<file path="src/rtl/tdm_master_pkg.sv">
package tdm_master_pkg;

   // last frame position (length-1) for a node count: smallest power of two
   // of slots, at least two, holding all nodes, capped at max_nodes
   function automatic int frame_last(input int count, input int max_nodes,
                                     input int slot_bits);
      int n;
      n = 2;
      for (int i = 0; i < 5; i++) begin
         if (n < count && n < max_nodes) n = n * 2;
      end
      return n * slot_bits - 1;
   endfunction

endpackage

</file>
<file path="src/rtl/tdm_bitclk_gen.sv">
module tdm_bitclk_gen #(
   parameter int HALF_DIV = 2
) (
   input  logic clk,
   input  logic rst_n,
   input  logic run,
   output logic sck,
   output logic rise_tick
);
   logic sck_q;
   assign sck = sck_q;

   generate
      if (HALF_DIV == 1) begin : g_direct
         assign rise_tick = run && !sck_q;
         always_ff @(posedge clk or negedge rst_n) begin
            if (!rst_n)    sck_q <= 1'b0;
            else if (!run) sck_q <= 1'b0;
            else           sck_q <= ~sck_q;
         end
      end else begin : g_count
         localparam int DIV_W = $clog2(HALF_DIV);
         logic [DIV_W-1:0] div_q;
         logic             wrap;
         assign wrap      = (div_q == DIV_W'(HALF_DIV - 1));
         assign rise_tick = run && wrap && !sck_q;
         always_ff @(posedge clk or negedge rst_n) begin
            if (!rst_n) begin
               div_q <= '0;
               sck_q <= 1'b0;
            end else if (!run) begin
               div_q <= '0;
               sck_q <= 1'b0;
            end else if (wrap) begin
               div_q <= '0;
               sck_q <= ~sck_q;
            end else begin
               div_q <= div_q + 1'b1;
            end
         end
      end
   endgenerate
endmodule

</file>
<file path="src/rtl/tdm_frame_ctl.sv">
module tdm_frame_ctl
   import tdm_master_pkg::*;
#(
   parameter int MAX_NODES  = 16,
   parameter int SLOT_BITS  = 32,
   parameter int SYNC_DELAY = 30720,
   localparam int POS_W = $clog2(MAX_NODES * SLOT_BITS),
   localparam int CNT_W = $clog2(MAX_NODES + 1),
   localparam int DLY_W = $clog2(SYNC_DELAY + 2)
) (
   input  logic             clk,
   input  logic             rst_n,
   input  logic             run,
   input  logic             rise_tick,
   input  logic [CNT_W-1:0] node_count,
   output logic             ws,
   output logic             cap_en,
   output logic [POS_W-1:0] pos_nxt,
   output logic [POS_W-1:0] last_pos,
   output logic [CNT_W-1:0] cnt_lat
);
   logic             started_q;
   logic [DLY_W-1:0] dly_q;
   logic [POS_W-1:0] pos_q;
   logic [POS_W-1:0] new_last;

   assign new_last = POS_W'(frame_last(int'(node_count), MAX_NODES, SLOT_BITS));
   assign pos_nxt  = (pos_q == last_pos) ? '0 : pos_q + 1'b1;
   assign cap_en   = rise_tick && started_q;

   always_ff @(posedge clk or negedge rst_n) begin
      if (!rst_n) begin
         started_q <= 1'b0;
         dly_q     <= '0;
         pos_q     <= '0;
         last_pos  <= '0;
         cnt_lat   <= '0;
         ws        <= 1'b0;
      end else if (!run) begin
         started_q <= 1'b0;
         dly_q     <= '0;
         pos_q     <= '0;
         ws        <= 1'b0;
      end else if (rise_tick) begin
         if (!started_q) begin
            if (dly_q == DLY_W'(SYNC_DELAY)) begin
               started_q <= 1'b1;
               pos_q     <= '0;
               ws        <= 1'b1;
               last_pos  <= new_last;
               cnt_lat   <= node_count;
            end else begin
               dly_q <= dly_q + 1'b1;
            end
         end else begin
            pos_q <= pos_nxt;
            ws    <= (pos_nxt == '0);
            if (pos_nxt == '0) begin
               last_pos <= new_last;
               cnt_lat  <= node_count;
            end
         end
      end
   end
endmodule

</file>
<file path="src/rtl/tdm_slot_deser.sv">
module tdm_slot_deser #(
   parameter int MAX_NODES   = 16,
   parameter int SLOT_BITS   = 32,
   parameter int SAMPLE_BITS = 24,
   localparam int POS_W  = $clog2(MAX_NODES * SLOT_BITS),
   localparam int SLOT_W = $clog2(SLOT_BITS),
   localparam int CH_W   = $clog2(MAX_NODES),
   localparam int CNT_W  = $clog2(MAX_NODES + 1)
) (
   input  logic                   clk,
   input  logic                   rst_n,
   input  logic                   run,
   input  logic                   cap_en,
   input  logic                   sd_in,
   input  logic [POS_W-1:0]       pos_nxt,
   input  logic [POS_W-1:0]       last_pos,
   input  logic [CNT_W-1:0]       cnt_lat,
   output logic                   smp_valid,
   output logic [CH_W-1:0]        smp_chan,
   output logic [SAMPLE_BITS-1:0] smp_data
);
   logic [POS_W-1:0]       bit_q;
   logic [CH_W-1:0]        slot;
   logic [SLOT_W-1:0]      offs;
   logic [SAMPLE_BITS-1:0] shreg;
   logic [SAMPLE_BITS-1:0] shifted;

   // the bit captured now was launched one period earlier and belongs to
   // stream position pos_nxt-2 modulo the frame length
   assign bit_q   = (pos_nxt >= POS_W'(2)) ? pos_nxt - POS_W'(2)
                                           : last_pos - POS_W'(1) + pos_nxt;
   assign slot    = bit_q[POS_W-1:SLOT_W];
   assign offs    = bit_q[SLOT_W-1:0];
   assign shifted = {shreg[SAMPLE_BITS-2:0], sd_in};

   always_ff @(posedge clk or negedge rst_n) begin
      if (!rst_n) begin
         shreg     <= '0;
         smp_valid <= 1'b0;
         smp_chan  <= '0;
         smp_data  <= '0;
      end else if (!run) begin
         shreg     <= '0;
         smp_valid <= 1'b0;
      end else begin
         smp_valid <= 1'b0;
         if (cap_en && offs < SLOT_W'(SAMPLE_BITS)) begin
            shreg <= shifted;
            if (offs == SLOT_W'(SAMPLE_BITS - 1) &&
                CNT_W'(slot) < cnt_lat) begin
               smp_valid <= 1'b1;
               smp_chan  <= slot;
               smp_data  <= shifted;
            end
         end
      end
   end
endmodule

</file>
<file path="src/rtl/tdm_array_master.sv">
module tdm_array_master #(
   parameter int MAX_NODES   = 16,
   parameter int SLOT_BITS   = 32,
   parameter int SAMPLE_BITS = 24,
   parameter int HALF_DIV    = 2,
   parameter int SYNC_DELAY  = 30720,
   localparam int POS_W = $clog2(MAX_NODES * SLOT_BITS),
   localparam int CH_W  = $clog2(MAX_NODES),
   localparam int CNT_W = $clog2(MAX_NODES + 1)
) (
   input  logic                   clk,
   input  logic                   rst_n,
   input  logic                   run,
   input  logic [CNT_W-1:0]       node_count,
   input  logic                   sd_in,
   output logic                   sck,
   output logic                   ws,
   output logic                   smp_valid,
   output logic [CH_W-1:0]        smp_chan,
   output logic [SAMPLE_BITS-1:0] smp_data
);
   if (MAX_NODES != 2 && MAX_NODES != 4 && MAX_NODES != 8 && MAX_NODES != 16)
      begin : g_bad_nodes
      $error("MAX_NODES must be 2, 4, 8 or 16");
   end
   if ((SLOT_BITS & (SLOT_BITS - 1)) != 0 || SAMPLE_BITS < 2 ||
       SAMPLE_BITS > SLOT_BITS) begin : g_bad_slot
      $error("SLOT_BITS must be a power of two holding SAMPLE_BITS");
   end
   if (HALF_DIV < 1 || SYNC_DELAY < 0) begin : g_bad_timing
      $error("HALF_DIV must be at least 1 and SYNC_DELAY non-negative");
   end

   logic             rise_tick;
   logic             cap_en;
   logic [POS_W-1:0] pos_nxt;
   logic [POS_W-1:0] last_pos;
   logic [CNT_W-1:0] cnt_lat;

   tdm_bitclk_gen #(.HALF_DIV(HALF_DIV)) u_clk (
      .clk(clk), .rst_n(rst_n), .run(run), .sck(sck), .rise_tick(rise_tick)
   );

   tdm_frame_ctl #(
      .MAX_NODES(MAX_NODES), .SLOT_BITS(SLOT_BITS), .SYNC_DELAY(SYNC_DELAY)
   ) u_frm (
      .clk(clk), .rst_n(rst_n), .run(run), .rise_tick(rise_tick),
      .node_count(node_count), .ws(ws), .cap_en(cap_en),
      .pos_nxt(pos_nxt), .last_pos(last_pos), .cnt_lat(cnt_lat)
   );

   tdm_slot_deser #(
      .MAX_NODES(MAX_NODES), .SLOT_BITS(SLOT_BITS), .SAMPLE_BITS(SAMPLE_BITS)
   ) u_des (
      .clk(clk), .rst_n(rst_n), .run(run), .cap_en(cap_en), .sd_in(sd_in),
      .pos_nxt(pos_nxt), .last_pos(last_pos), .cnt_lat(cnt_lat),
      .smp_valid(smp_valid), .smp_chan(smp_chan), .smp_data(smp_data)
   );
endmodule

</file>
<file path="config.mk">
export PLATFORM = sky130hd
export DESIGN_NAME = tdm_array_master
export DESIGN_NICKNAME = d
export VERILOG_FILES = /design/src/rtl/tdm_master_pkg.sv /design/src/rtl/tdm_bitclk_gen.sv /design/src/rtl/tdm_frame_ctl.sv /design/src/rtl/tdm_slot_deser.sv /design/src/rtl/tdm_array_master.sv
export SDC_FILE = /design/constraint.sdc
export NUM_CORES = 1
export LEC_CHECK = 0
export ABC_AREA = 1
export BUFFER_PORTS_ARGS = -buffer_cell sky130_fd_sc_hd__buf_2
export CAP_MARGIN = 20
export CORE_MARGIN = 1.5
export CORE_UTILIZATION = 45
export CTS_BUF_LIST = sky130_fd_sc_hd__clkbuf_8
export DETAILED_ROUTE_END_ITERATION = 7
export PLACE_DENSITY = 0.64
export SLEW_MARGIN = 20
export SYNTH_ARGS = -nofsm -noshare
export SYNTH_HDL_FRONTEND = slang
export SYNTH_SLANG_ARGS = --single-unit
export TNS_END_PERCENT = 30
</file>
<file path="constraint.sdc">
create_clock -name clk -period 4.75 [get_ports clk]
set_input_delay 0.2375 -clock clk [delete_from_list [all_inputs] [get_ports clk]]
set_output_delay 0.2375 -clock clk [all_outputs]
set_load 0.005 [all_outputs]
</file>
**Yosys cells after proc, flatten, opt, wreduce, memory -nomap -nowiden**

Cells that the tools add are included.

- Add/sub/neg operators: 7
- $lt $le $gt $ge: 12
- Bitwise logic cells: 1
- Mux-type cells: 38
- Equality and inequality tests: 10
- Reduce and logical (&&, ||, !) cells: 16

Operators by type and width:

| kind | number |
|---|---|
| 32-bit by 6-bit < comparator with 1-bit output | 4 |
| 32-bit by 6-bit < comparator with 1-bit output, second input constant | 4 |
| 32-bit 2-to-1 mux | 3 |
| 9-bit 2-to-1 mux | 9 |
| 15-bit 2-to-1 mux | 4 |
| 23-bit 2-to-1 mux | 2 |
| 9-bit by 2-bit subtractor with 9-bit output, second input constant | 2 |
| 15-bit by 1-bit adder with 15-bit output, second input constant | 1 |
| 15-bit equality test, second input constant | 1 |
| 1-bit 2-to-1 mux | 15 |
| 5-bit 2-to-1 mux | 3 |
| 9-bit by 1-bit adder with 9-bit output, second input constant | 1 |
| 9-bit adder | 1 |
| 9-bit equality test | 1 |
| 9-bit by 2-bit greater-or-equal comparator with 1-bit output, second input constant | 1 |
| 1-bit logical AND | 9 |
| 9-bit zero test | 1 |
| 9-bit by 1-bit subtractor with 9-bit output, second input constant | 1 |
| 2-bit by 1-bit inequality test with 1-bit output, second input constant | 3 |
| 2-bit inequality test, second input constant | 3 |
| 3-bit AND reduction | 2 |
| 5-bit equality test, second input constant | 1 |
| 2-bit by 5-bit < comparator with 1-bit output, first input constant | 1 |
| 4-bit by 5-bit < comparator with 1-bit output | 1 |
| 10 further kinds | 10 |

- Bits in registers: 94
- Logic and storage cells: 96
- Output and inout port bits: 31

**Longest topological paths before layout**

- Word-level depth: 17
- Gate-level depth with buffers: 41

**By module**

From an unflattened synthesis, not the netlist that was laid out.

- Cell total of the unflattened synthesis: 746
- Area, all modules: 5734.2 sq um

By module, submodules not included:

| module | area an instance (sq um) | cells an instance | sequential area each (sq um) | times used |
|---|---|---|---|---|
| tdm_slot_deser | 3213.1 | 406 | 1301.2 | 1 |
| tdm_frame_ctl | 2438.6 | 330 | 875.8 | 1 |
| tdm_bitclk_gen | 82.6 | 10 | 50.0 | 1 |

**Worst setup path before layout**

No wires, ideal clock.

- Path kind: input to register
- Start: input node_count[2]
- End: register u_frm.last_pos[8]
- Arrival: 4461 ps
- Data required time: 4633 ps
- Path slack: 171 ps
- Setup time: 117 ps
- Cell stages on the path: 38
- Cells stage by stage: inv_1 -> nand3_1 -> inv_1 -> ha_1 -> a21oi_1 -> inv_1 -> a21oi_1 -> nor2_1 -> ha_1 -> ha_1 -> nand2_1 -> nor2_1 -> nand2_1 -> nand2_1 -> nand2_1 -> o21ai_0 -> ha_1 -> inv_1 -> [2 not listed] -> nand2_1 -> nand2_1 -> nand3_1 -> o21ai_0 -> ha_1 -> inv_1 -> a21oi_1 -> nand2_1 -> nand2_1 -> nand2_1 -> nand2_1 -> nand2_1 -> o21ai_0 -> ha_1 -> inv_1 -> nand3_1 -> nand3_1 -> nand2_1

- Word-level cells in the longest chain between the ends: 17

RTL lines:

| element | RTL line | RTL |
|---|---|---|
| from (decl) | tdm_array_master.sv:14 | `input logic [CNT_W-1:0] node_count,` |
| 2-bit by 5-bit < comparator with 1-bit output | tdm_master_pkg.sv:10 | `if (n < count && n < max_nodes) n = n * 2;` |
| 3-bit 2-to-1 mux | tdm_master_pkg.sv:10 |  |
| 32-bit by 6-bit < comparator with 1-bit output | tdm_master_pkg.sv:10 |  |
| 1-bit logical AND | tdm_master_pkg.sv:10 |  |
| 32-bit 2-to-1 mux | tdm_master_pkg.sv:10 |  |
| 32-bit by 6-bit < comparator with 1-bit output | tdm_master_pkg.sv:10 |  |
| 1-bit logical AND | tdm_master_pkg.sv:10 |  |
| 32-bit 2-to-1 mux | tdm_master_pkg.sv:10 |  |
| 32-bit by 6-bit < comparator with 1-bit output | tdm_master_pkg.sv:10 |  |
| 1-bit logical AND | tdm_master_pkg.sv:10 |  |
| 32-bit 2-to-1 mux | tdm_master_pkg.sv:10 |  |
| 32-bit by 6-bit < comparator with 1-bit output | tdm_master_pkg.sv:10 |  |
| 1-bit logical AND | tdm_master_pkg.sv:10 |  |
| 4-bit 2-to-1 mux * | tdm_master_pkg.sv:10 |  |
| 9-bit by 2-bit subtractor with 9-bit output * | tdm_master_pkg.sv:12 | `return n * slot_bits - 1;` |
| 9-bit 2-to-1 mux, on equally long branches | tdm_frame_ctl.sv:46, tdm_frame_ctl.sv:58 |  |
| 9-bit 2-to-1 mux * | tdm_frame_ctl.sv:45 | `if (!started_q) begin` |
| to (signal assigned) | tdm_frame_ctl.sv:50 | `last_pos <= new_last;` |
| to (signal assigned) | tdm_frame_ctl.sv:59 | `last_pos <= new_last;` |
| to (decl) | tdm_frame_ctl.sv:19 | `output logic [POS_W-1:0] last_pos,` |

Every way passes the cells marked *; elsewhere a longest branch is shown, timed or not. The select of a mux whose other input is x is not followed.
A chain may end at the register's enable or synchronous reset.

**Worst setup path in the final report**

- Start: register u_frm.pos_q[4]
- End: register u_des.smp_data[6]

- Word-level cells in the longest chain between the ends: 7

RTL lines:

| element | RTL line | RTL |
|---|---|---|
| from (decl) | tdm_frame_ctl.sv:24 | `logic [POS_W-1:0] pos_q;` |
| from (signal assigned) | tdm_frame_ctl.sv:56 | `pos_q <= pos_nxt;` |
| 9-bit by 1-bit adder with 9-bit output or 9-bit equality test (tied branches) | tdm_frame_ctl.sv:28 | `assign pos_nxt = (pos_q == last_pos) ? '0 : pos_q + 1'b1;` |
| 9-bit 2-to-1 mux * | tdm_frame_ctl.sv:28 |  |
| 9-bit adder, or another cell as far along | tdm_slot_deser.sv:31 | `: last_pos - POS_W'(1) + pos_nxt;` |
| 9-bit 2-to-1 mux * | tdm_slot_deser.sv:30 | `assign bit_q = (pos_nxt >= POS_W'(2)) ? pos_nxt - POS_W'(2)` |
| via u_des.bit_q[7] | tdm_slot_deser.sv:22 | `logic [POS_W-1:0] bit_q;` |
| 4-bit by 5-bit < comparator with 1-bit output * | tdm_slot_deser.sv:50 | `CNT_W'(slot) < cnt_lat) begin` |
| 1-bit logical AND * | tdm_slot_deser.sv:49 | `if (offs == SLOT_W'(SAMPLE_BITS - 1) &&` |
| 3-bit AND reduction (no line) * | - |  |
| to (signal assigned) | tdm_slot_deser.sv:53 | `smp_data <= shifted;` |
| to (decl) | tdm_slot_deser.sv:20 | `output logic [SAMPLE_BITS-1:0] smp_data` |

The timed path passes the listed nets; every way through them passes the cells marked *.

==> flow_summary.yaml <==
grt:
  grt-ovfl-total: 0
  use_met3: 0.0294
  grt_use_met1: 0.245
  grt_max_degree: 90
  grt_pass1_vias: 4387
  grt_use_met2: 0.312
  busiest_layer: "met2"
  grt.total_usage: 0.185
  antenna_found_initial: 0
  grt_pass1_wl_um: 19300
pwr:
  switchingPower_mw: 0.491
  peakVddDrop_uv: 154
  pwr-share-comb: 0.201
  p_sw_frac: 0.310
  power.density_nw_per_um2: 264
  clockPowerShare: 0.305
  seqPwrFrac: 0.494
  leakagePower_nw: 3.35
  power.internal_mw: 1.09
status:
  status: "finished clean"
synthesis:
  ys_top_cells_by_area: "dfrtp_1, nand2_1, ha_1, inv_1, nand4_1"
  yosys.area.top_type: "dfrtp_1"
  syn-cell-area_um2: 5280
  synth_edf_count: 0
  syn_inst: 680
  synth_top_area_frac: 0.422
  synth_nets: 726
  yosys_warnings: 0
  ys_types: 39
  synth_ff_type: "dfrtp_1"
  synth-async-reset-ratio: 1.00
  avgSynthCellArea_um2: 7.77
  synth_seq_cells: 89
  yosysSeqAreaShare: 0.422
drt:
  antenna_left: 0
  vias: 4454
  drt-total-wl_um: 11000
  routedWlPerCell_um: 12.5
  drc: 0
  viasPerCell: 5.06
  first_pass_iters: 4
  drt_iter0_drc: 258
layout:
  n_antenna_cell: 0
  fill_cells: 1099
  finalNonFillerCells: 880
  area_delta_synth_final_pct: 13.6
  final_layout_size_suffix_gt1_frac: 0.157
  nNetsFinal: 779
job:
  maxCapViolCount: 0
floorplan:
  initial_core_util: 0.463
  io-pin-count: 40
  dieArea_um2: 12400
  core_area_um2: 11400
  die_y_um: 111
  rows: 39
  die_x_um: 111
sta:
  fin_crit_ns: 4.40
  setup_viol: 0
  period_share: 0.927
  finalHoldViolations: 0
  worst_pin_slew_ns: 0.795
  max_slew_margin: 0.470
  fin_hold_ws_ns: 0.139
  skew_ns: 0.0126
  max_freq_ghz: 0.227
  slew_viol_final: 0
min_path:
  worst_hold_path_type: "in2reg"
  holdPathStages: 3
cts:
  clock_latency_ns: 0.37
  cts_buffer_depth: 2
  path_clk_slew_ns: 0.09
  htreeDepth: 3
  cts-buffers-inserted: 9
  cts.root.buffer_cell: "clkbuf_8"
  cts_sinks: 89
  tritoncts: "built"
place:
  finalWeightedCongestion: 0.852
  dpl.hpwl_um: 8010
  dp_cells: 863
  io_buffers: 39
critical_path:
  criticalPathCategory: "reg2reg"
  worst_path_largest_cell_delay_ns: 0.43
  crit_path_start_kind: "flop"
  reg2reg_depth: 27
  crit_fanout: 12
  critPathRequiredTime_ns: 5.02
  critPathSlowestCell: "fa_1"
  crit_path_end_kind: "flop"
  path_common_cell: "inv_1"
  worstPathArrival_ns: 4.67
-- placed cells by master, fill, tap and decap left out, types with 2 or more instances in the layout --
cell	instances
buf_4	20
buf_6	2
nand4_1	37
dfrtp_1	87
a21oi_2	4
xnor2_1	6
o21ai_0	27
nand2_2	6
inv_2	4
o22ai_1	5
buf_2	38
nand3b_1	2
ha_1	36
xor2_1	13
clkinvlp_4	3
a31oi_1	3
nor2_1	31
inv_6	2
nand3_1	26
o21ai_2	3
nand2_4	6
nor2_2	3
dfrtp_2	2
clkbuf_8	10
o21ai_1	2
inv_1	92
nand2_1	215
a21oi_1	19
nor2_4	4
nand3_2	4
nor3_1	9
-- cell usage after synthesis (all sizes together) (2+ instances only) --
library cell,n
o21ai,32
nand4,37
o22ai,5
nand3b,2
nand3,30
xor2,13
nor3,10
o41ai,2
a21boi,2
nor2,38
a21oi,24
inv,96
dfrtp,89
a211oi,2
clkbuf,5
ha,36
buf,14
nand2,227
xnor2,6
a31oi,4
-- worst max-delay path, delay by kind of cell (launching register included) --
kind                       cells  cell delay (ns)
xor gates and xnor gates       1             0.14
adders and majority gates      4             1.04
and+or+nand+nor               11             0.98
buffers and inverters          5             0.55
DFF                            1             0.40
AOI/OAI and AO/OA              6             1.20
-- path summary, 6_finish.rpt --
| kind | start | end | slack, ns |
|---|---|---|---|
| worst max-delay path | u_frm.pos_q[4] | u_des.smp_data[6] | 0.35 |
| max in group asynchronous | rst_n | u_frm.pos_q[2] | 3.70 |
| worst min-delay path | sd_in | u_des.shreg[0] | 0.14 |
| min in group asynchronous | rst_n | u_frm.dly_q[3] | 0.49 |
| worst max register to register | u_frm.pos_q[4] | u_des.smp_data[6] | 0.35 |
| worst min register to register | u_clk.g_count.div_q | u_clk.g_count.div_q | 0.42 |
-- through the flow --
step / instance area, µm² / utilization / power, mW / setup TNS [ns] / setup WS (ns)
2_1_floorplan: 5280 / - / 1.00 / 0 / 0.171
3_3_place_gp: 5710 / 0.500 / 1.08 / 0 / 0.0818
6_report: 6000 / 0.525 / 1.58 / 0 / 0.346
3_5_place_dp: 5710 / 0.500 / 1.09 / -0.311 / -0.159
5_1_grt: 6000 / 0.525 / 1.68 / -0.0175 / -0.0175
4_1_cts: 5880 / 0.515 / 1.58 / 0 / 0.0257
-- logic make-up (layout without fill, tap and decap cells) --
logic type / count (synthesis) / in the layout / synth area share
buffers and inverters: 115 / 172 / 0.0881
AO/OA/AOI/OAI: 74 / 74 / 0.0794
flip-flops: 89 / 89 / 0.422
adder cells (fa/ha/maj): 37 / 37 / 0.0891
XOR/XNOR: 19 / 19 / 0.0315
AND/OR/NAND/NOR: 346 / 346 / 0.290
-- routing by layer --
| metal | wire [µm] | part of all wire |
|---|---|---|
| met1 | 5290 | 0.48 |
| met2 | 5210 | 0.47 |
| met3 | 308 | 0.028 |
| met4 | 184 | 0.017 |
| met5 | 0 | 0 |
-- state kept, by name, indices dropped and copies added (netlist names) --
| signal | count |
|---|---|
| u_clk.g_count.div_q | 1 |
| u_clk.sck | 1 |
| u_des.shreg | 23 |
| u_des.smp_chan | 4 |
| u_des.smp_data | 24 |
| u_des.smp_valid | 1 |
| u_frm.cnt_lat | 5 |
| u_frm.dly_q | 15 |
| u_frm.last_pos | 4 |
| u_frm.pos_q | 9 |
| u_frm.started_q | 1 |
| u_frm.ws | 1 |
-- final cells by class --
class	count	area (µm²)	area share
clock buffer	10	138	0.0229
multi-input combinational	476	2680	0.447
timing repair buffer	61	373	0.0622
inverter	96	360	0.0601
tap	143	179	0.0298
sequential	89	2230	0.372
clock inverter	5	40.0	0.00668
-- power by group through the flow --
| stage | registers, mW | clock network [mW] | logic [mW] |
|---|---|---|---|
| 3_3_place_gp | 0.796 | 0 | 0.288 |
| 2_1_floorplan | 0.793 | 0 | 0.209 |
| 4_1_cts | 0.782 | 0.501 | 0.297 |
| 5_1_grt | 0.783 | 0.530 | 0.369 |
| 3_5_place_dp | 0.797 | 0 | 0.296 |
| 6_report | 0.781 | 0.484 | 0.318 |
-- repair_timing --
item	in CTS	in global routing
hold buffers	0	1
gates resized for setup	0	29
buffers inserted	0	1
endpoints found under the hold margin	0	11
endpoints found under the setup margin	0	31
No activity file was read; power rests on OpenSTA's default activity.
